--- config.mk ---
export PLATFORM = sky130hd
export DESIGN_NAME = barrel_shift4
export DESIGN_NICKNAME = d
export VERILOG_FILES = /design/src/rtl/barrel_shift4_pkg.sv /design/src/rtl/shift_ctrl.sv /design/src/rtl/shift_amount_sel.sv /design/src/rtl/shift_datapath.sv /design/src/rtl/barrel_shift4.sv
export SDC_FILE = /design/constraint.sdc
export NUM_CORES = 1
export LEC_CHECK = 0
export BUFFER_PORTS_ARGS = -buffer_cell sky130_fd_sc_hd__buf_2
export CAP_MARGIN = 10
export CELL_PAD_IN_SITES_DETAIL_PLACEMENT = 2
export CELL_PAD_IN_SITES_GLOBAL_PLACEMENT = 2
export CORE_MARGIN = 2
export CORE_UTILIZATION = 28
export DETAILED_ROUTE_END_ITERATION = 12
export PLACE_DENSITY_LB_ADDON = 0.1
export SYNTH_ARGS = -nofsm -noshare
export SYNTH_HDL_FRONTEND = slang
export SYNTH_SLANG_ARGS = --single-unit
export TNS_END_PERCENT = 10
--- constraint.sdc ---
create_clock -name vclk -period 3.68
set_input_delay 0.736 -clock vclk [all_inputs]
set_output_delay 0.736 -clock vclk [all_outputs]
set_load 0.005 [all_outputs]
--- src/rtl/barrel_shift4_pkg.sv ---
package barrel_shift4_pkg;
  localparam int OP_W   = 5;
  localparam int DATA_W = 32;
  localparam int CNT_W  = $clog2(DATA_W);

  localparam logic [OP_W-1:0] OP_SHR  = OP_W'(26);
  localparam logic [OP_W-1:0] OP_SRA  = OP_W'(27);
  localparam logic [OP_W-1:0] OP_SHL  = OP_W'(28);
  localparam logic [OP_W-1:0] OP_ROTL = OP_W'(29);

  typedef struct packed {
    logic isShift;
    logic goRight;
    logic signFill;
    logic wrapAround;
  } shift_strobe_t;
endpackage

--- src/rtl/shift_ctrl.sv ---
module shift_ctrl
  import barrel_shift4_pkg::*;
(
  input  logic [OP_W-1:0] opCode,
  output shift_strobe_t   strobes
);
  always_comb begin
    strobes = '0;
    unique case (opCode)
      OP_SHR:  begin strobes.isShift = 1'b1; strobes.goRight = 1'b1; end
      OP_SRA:  begin strobes.isShift = 1'b1; strobes.goRight = 1'b1; strobes.signFill = 1'b1; end
      OP_SHL:  begin strobes.isShift = 1'b1; end
      OP_ROTL: begin strobes.isShift = 1'b1; strobes.wrapAround = 1'b1; end
      default: strobes = '0;
    endcase
  end
endmodule

--- src/rtl/shift_amount_sel.sv ---
module shift_amount_sel #(
  parameter int DATA_W = 32,
  parameter int CNT_W  = 5
) (
  input  logic [CNT_W-1:0]  countField,
  input  logic [DATA_W-1:0] regAmount,
  output logic [CNT_W-1:0]  amount
);
  logic fieldZero;
  assign fieldZero = (countField == '0);
  assign amount    = fieldZero ? regAmount[CNT_W-1:0] : countField;
endmodule

--- src/rtl/shift_datapath.sv ---
module shift_datapath
  import barrel_shift4_pkg::*;
#(
  parameter int DATA_W = 32,
  parameter int CNT_W  = 5
) (
  input  logic [DATA_W-1:0] dataIn,
  input  logic [CNT_W-1:0]  amount,
  input  shift_strobe_t     strobes,
  output logic [DATA_W-1:0] dataOut
);
  logic fillBit;
  assign fillBit = strobes.signFill & dataIn[DATA_W-1];

  for (genvar k = 0; k < CNT_W; k++) begin : g_level
    localparam int STEP = 1 << k;
    logic [DATA_W-1:0] levelIn;
    logic [DATA_W-1:0] levelOut;
    logic [STEP-1:0]   lowFill;

    if (k == 0) begin : g_first
      assign levelIn = dataIn;
    end else begin : g_next
      assign levelIn = g_level[k-1].levelOut;
    end

    assign lowFill = strobes.wrapAround ? levelIn[DATA_W-1:DATA_W-STEP] : {STEP{1'b0}};

    always_comb begin
      if (!amount[k])
        levelOut = levelIn;
      else if (strobes.goRight)
        levelOut = {{STEP{fillBit}}, levelIn[DATA_W-1:STEP]};
      else
        levelOut = {levelIn[DATA_W-1-STEP:0], lowFill};
    end
  end

  assign dataOut = strobes.isShift ? g_level[CNT_W-1].levelOut : '0;
endmodule

--- src/rtl/barrel_shift4.sv ---
module barrel_shift4
  import barrel_shift4_pkg::*;
(
  input  logic [4:0]  opCode,
  input  logic [31:0] dataIn,
  input  logic [31:0] regAmount,
  input  logic [4:0]  countField,
  output logic [31:0] shiftOut,
  output logic        shiftValid
);
  shift_strobe_t    strobes;
  logic [CNT_W-1:0] amount;

  shift_ctrl u_ctrl (
    .opCode (opCode),
    .strobes(strobes)
  );

  shift_amount_sel #(.DATA_W(DATA_W), .CNT_W(CNT_W)) u_amt (
    .countField(countField),
    .regAmount (regAmount),
    .amount    (amount)
  );

  shift_datapath #(.DATA_W(DATA_W), .CNT_W(CNT_W)) u_dp (
    .dataIn (dataIn),
    .amount (amount),
    .strobes(strobes),
    .dataOut(shiftOut)
  );

  assign shiftValid = strobes.isShift;
endmodule

==> impl_results.rst, run 1 <==
.. list-table::
   :header-rows: 1

   * - Metric
     - Value
   * - Run status
     - aborted with a tool error
   * - Last stage
     - global routing (5_1_grt)
   * - Tool error
     - [ERROR DPL-0033] detailed placement checks failed during check placement.
   * - Standard-cell row count
     - 46
   * - Number of instances in the synthesized netlist
     - 703
   * - Average size of a mapped cell
     - 6.541 µm²
   * - Die outline height
     - 132.2 µm
   * - Unique cell type count in the Yosys netlist
     - 74
   * - Area of the mapped netlist
     - 0.004598 mm²
   * - Die span in x
     - 132.2 µm
   * - Number of top-level pins
     - 107
   * - Antenna violations before repair
     - 0
   * - Worst setup timing slack at the placement stage
     - -0.5380 ns
   * - Port-buffer cells
     - 80
   * - Type of pin the worst path ends at
     - top-level output
   * - Post-cts hold buffer count
     - 0
   * - Sequential fraction of the synthesis area
     - 0%
   * - Worst Endpoint after GRT Repair
     - shiftOut[20]
   * - Synth warnings
     - 0
   * - Placer's final routability congestion estimate
     - 0.9579
   * - Net Count, Synth
     - 777
   * - Largest net degree at the start of global routing
     - 55
   * - Starting Density
     - 28.84%
   * - Detailed Place HPWL
     - 27.10 mm
==> stage by stage <==
step | hold WS [ns] | instance area [µm²] | cells
3_3_place_gp | 2.039 | 6889 | 1165
4_1_cts | 2.066 | 7779 | 1183
3_5_place_dp | 2.061 | 6889 | 1165
2_1_floorplan | 1.630 | 4598 | 703
==> synth_stat cells, types with 10 or more instances <==
library cell | n | area (µm²)
sky130_fd_sc_hd__nand2_1 | 76 | 285.3
sky130_fd_sc_hd__a211oi_1 | 64 | 480.5
sky130_fd_sc_hd__nor2_1 | 54 | 202.7
sky130_fd_sc_hd__a21oi_1 | 48 | 240.2
sky130_fd_sc_hd__buf_2 | 44 | 220.2
sky130_fd_sc_hd__o21ai_0 | 42 | 210.2
sky130_fd_sc_hd__mux2i_1 | 34 | 340.3
sky130_fd_sc_hd__o211ai_1 | 30 | 225.2
sky130_fd_sc_hd__clkbuf_1 | 21 | 78.83
sky130_fd_sc_hd__o22ai_1 | 21 | 131.4
sky130_fd_sc_hd__mux2_2 | 16 | 180.2
sky130_fd_sc_hd__inv_1 | 14 | 52.55
sky130_fd_sc_hd__a31oi_1 | 13 | 81.33
sky130_fd_sc_hd__nand3_1 | 13 | 65.06
sky130_fd_sc_hd__nor3_1 | 13 | 65.06
sky130_fd_sc_hd__o221ai_1 | 12 | 105.1
sky130_fd_sc_hd__a21o_1 | 11 | 82.58
sky130_fd_sc_hd__and2_1 | 10 | 62.56
sky130_fd_sc_hd__o2bb2ai_1 | 10 | 87.58
==> cell families after synthesis <==
group | Yosys count | synth area share [%]
compound gates | 368 | 58.61
simple gates | 187 | 18.48
buf+inv | 94 | 9.932
mux | 53 | 12.79
xor+xnor | 1 | 0.1905
==> timing repair <==
| item | CTS |
|---|---|
| gates resized for setup | 154 |
| endpoints found under the hold margin | 0 |
| setup endpoints to repair | 32 |
| cloned | 3 |
| pin swaps | 56 |
| setup buffers | 16 |
==> inputs of run 2 (changes only) <==
--- a/config.mk
+++ b/config.mk
@@ -7,12 +7,10 @@
 export LEC_CHECK = 0
 export BUFFER_PORTS_ARGS = -buffer_cell sky130_fd_sc_hd__buf_2
 export CAP_MARGIN = 10
-export CELL_PAD_IN_SITES_DETAIL_PLACEMENT = 2
-export CELL_PAD_IN_SITES_GLOBAL_PLACEMENT = 2
 export CORE_MARGIN = 2
-export CORE_UTILIZATION = 28
+export CORE_UTILIZATION = 40
 export DETAILED_ROUTE_END_ITERATION = 12
-export PLACE_DENSITY_LB_ADDON = 0.1
+export PLACE_DENSITY_LB_ADDON = 0.15
 export SYNTH_ARGS = -nofsm -noshare
 export SYNTH_HDL_FRONTEND = slang
 export SYNTH_SLANG_ARGS = --single-unit
==> constraint.sdc (replaced) <==
create_clock -name vclk -period 4.8
set_input_delay 0.96 -clock vclk [all_inputs]
set_output_delay 0.96 -clock vclk [all_outputs]
set_load 0.005 [all_outputs]
==> run 2 against run 1 <==
Against the previous run:
- synthesized cell count stayed put
- synthesized area stayed put
- the flow now finishes without violations
==> impl_results.rst, run 2 <==
.. list-table::
   :header-rows: 1

   * - Metric
     - Value
   * - Cell Chain, Critical Path
     - buf_2 > or3_4 > o21ai_4 > buf_12 > mux2i_1 > nor2_1 > nor3_1 > a211oi_2 > a221oi_1 > a221o_1 > buf_2
   * - Worst slew margin
     - 55.75%
   * - Clock share of power
     - 0%
   * - Kind of critical path
     - primary input to output port
   * - Worst Tran Pin Value
     - 0.6592 ns
   * - Total internal power
     - 231.1 µW
   * - Crit Path Max Fanout
     - 27
   * - Signal arrival time at the worst endpoint
     - 3.70 ns
   * - Sequential group share of total power
     - 0%
   * - Max-capacitance violation count
     - 0
   * - Fraction of power spent switching nets
     - 63.05%
   * - Number of instances in the synthesized netlist
     - 703 (unchanged)
   * - Synth area leader
     - sky130_fd_sc_hd__a211oi_1 (unchanged)
   * - Vias in the first global route
     - 6375
   * - Leak
     - 0.002241 µW
   * - Post-Route Hold Slack
     - 2.380 ns
   * - Vias
     - 6824
   * - Most used cells in the layout excluding fill and tap cells
     - 80 x sky130_fd_sc_hd__buf_2, 76 x sky130_fd_sc_hd__nand2_1, 66 x sky130_fd_sc_hd__buf_4, 64 x sky130_fd_sc_hd__a211oi_1, 54 x sky130_fd_sc_hd__nor2_1
   * - Average via count per standard cell
     - 7.442
   * - Sequential fraction of the synthesis area
     - 0% (unchanged)
   * - Required arrival time at the worst endpoint
     - 3.84 ns
   * - Antenna violations before repair
     - 0
   * - Die span in x
     - 111.2 µm (was 132.2 µm)
   * - Total Routing Usage GR
     - 37.42%
   * - RSZ-0062 raised after global routing
     - no
   * - Count of TritonRoute iterations in the first routing pass
     - 5
   * - Standard-cell row count
     - 39 (was 46)
   * - Fillers
     - 1254
   * - Average size of a mapped cell
     - 6.541 µm² (unchanged)
   * - Kind of end point of the critical path
     - output port
   * - Buffers & Inverters on Critical Path
     - 3
   * - Post-cts hold buffer count
     - 0 (unchanged)
   * - Unique cell type count in the Yosys netlist
     - 74 (unchanged)
   * - Number of top-level pins
     - 107 (unchanged)
   * - Die footprint
     - 0.01237 mm²
   * - Layout area overhead
     - 17.61%
   * - Final Critical Period
     - 4.657 ns
   * - Average routed wire per standard cell
     - 26.66 µm
   * - Largest delay contributor family on the critical path
     - compound AO/OA/AOI/OAI gates
   * - Most common cell after layout, fill and taps aside
     - sky130_fd_sc_hd__buf_2
   * - First-pass GRT wire length
     - 36.80 mm
   * - Combinational share of power
     - 100.0%
   * - Count of clock buffers in the final design
     - 0
   * - Top cells by area, synth
     - sky130_fd_sc_hd__a211oi_1 10%, sky130_fd_sc_hd__mux2i_1 7.4%, sky130_fd_sc_hd__nand2_1 6.2% (unchanged)
   * - Setup crit start
     - countField[3]
   * - Max IR drop VDD
     - 0.0001005 V
   * - Total number of nets in the final design
     - 850
   * - End of the critical path
     - shiftOut[10]
   * - Worst path most repeated cell
     - sky130_fd_sc_hd__buf_2
   * - Synth warnings
     - 0 (unchanged)
   * - Port-buffer cells
     - 80 (unchanged)
   * - Area of the mapped netlist
     - 0.004598 mm² (unchanged)
   * - Hold violation total from the final report
     - 0
   * - Run status
     - completed (was aborted with a tool error)
   * - Fraction of post-synthesis cell area in the top cell type by area
     - 10.45% (unchanged)
   * - Max-slew violations
     - 0
   * - Maximum frequency from static timing analysis
     - 214.7 MHz
   * - Placer's final routability congestion estimate
     - 0.9807 (was 0.9579)
   * - Final-report setup violation count
     - 0
   * - Largest net degree at the start of global routing
     - 52
   * - Share of final-layout standard cells stronger than drive strength 1
     - 24.94%
   * - Core Area
     - 0.01132 mm²
   * - Stage delay of the slowest cell on the critical path
     - 0.46 ns
   * - Detail Route Antenna Nets
     - 0
   * - Die outline height
     - 111.2 µm (was 132.2 µm)
   * - Starting DRC count in detailed routing
     - 950
   * - Total stage count of the critical path
     - 11
   * - Detailed Place HPWL
     - 18.95 mm (was 27.10 mm)
   * - Starting Density
     - 40.62% (was 28.84%)
   * - Inserted Diodes
     - 0
   * - Number of DRC violations after detailed routing
     - 0
   * - Grt total ovfl
     - 0
   * - Most frequent cell after synthesis
     - sky130_fd_sc_hd__nand2_1 (unchanged)
   * - Setup TNS
     - 0 ns
   * - Power density over the cells
     - 115.7 mW/mm²
   * - Psw
     - 394.4 µW
   * - Most frequent cells after synthesis
     - 76 x sky130_fd_sc_hd__nand2_1, 64 x sky130_fd_sc_hd__a211oi_1, 54 x sky130_fd_sc_hd__nor2_1 (unchanged)
   * - Type of the worst min-delay path
     - primary input to output port
   * - Seq cells
     - 0
   * - Combined flip-flop and latch cell area
     - 0 µm²
   * - Final worst-path cycle share
     - 97.02%
   * - Total detailed-routing wirelength
     - 24.45 mm
   * - Slowest stage cell on the critical path
     - sky130_fd_sc_hd__mux2i_1
   * - Startpoint class of the critical path
     - primary input
   * - Net Count, Synth
     - 777 (unchanged)
[run 2: cell counts after synthesis]
No cell type changed its count.
[run 2: worst min-delay path: stages]
cell and delay (ns):
sky130_fd_sc_hd__buf_2 0.13, sky130_fd_sc_hd__and3_1 0.19, sky130_fd_sc_hd__buf_2 0.14
[run 2: routing by layer]
layer | track usage (%) | wire length (µm)
met2 | 62.80 | 11260
met4 | 15.64 | 1297
met5 | 0 | 0
met1 | 49.49 | 9875
met3 | 2.679 | 2014
[run 2: power groups by stage]
stage                     sequential (µW)  clock (µW)  combinational [µW]
after floorplan                         0           0                 368
after global placement                  0           0                 599
after detailed placement                0           0                 600
after CTS                               0           0                 602
after global routing                    0           0                 659
final                                   0           0                 625
[run 2: cells by family (layout without fill, tap and decap cells)]
group           after synthesis  count (layout)  synth area share [%]
simple gates                187             187                 18.48
mux                          53              53                 12.79
xor+xnor                      1               1                0.1905
compound gates              368             368                 58.61
buf+inv                      94             165                 9.932
[run 2: stage by stage]
stage / utilization (%) / area [µm²] / cells / worst slack (ns) / power [µW]
finish: 47.77 / 5408 / 917 / 0.1431 / 625.4
global route: 47.77 / 5408 / 917 / 0.01445 / 658.6
CTS: 47.70 / 5400 / 917 / 0.07604 / 602.0
detailed placement: 47.70 / 5400 / 917 / 0.07396 / 600.1
global placement: 47.70 / 5400 / 917 / 0.1501 / 598.6
floorplan: - / 4598 / 703 / 0.7948 / 367.9
[run 2: how the worst min path moves through the flow]
stage	startpoint	end	slack, ns	cells after the start
6_report	opCode[3]	shiftValid	2.38	3
3_5_place_dp	opCode[3]	shiftValid	2.38	3
3_3_place_gp	opCode[3]	shiftValid	2.39	3
4_1_cts	opCode[3]	shiftValid	2.39	3
2_1_floorplan	opCode[3]	shiftValid	2.08	1
5_1_grt	opCode[3]	shiftValid	2.40	3
[run 2: repair_timing]
action | 4_1_cts | 5_1_grt
setup buffers | 0 | 0
setup endpoints to repair | 0 | 2
gates resized for setup | 0 | 1
[run 2: area by class of cell]
cell class                 count  area, µm²  share of cell area [%]
inverter                      14      52.55                  0.9718
tap                          143      178.9                   3.309
multi-input combinational    609       4180                   77.30
timing repair buffer         151      996.0                   18.42
(Power assumes the default switching activity.)
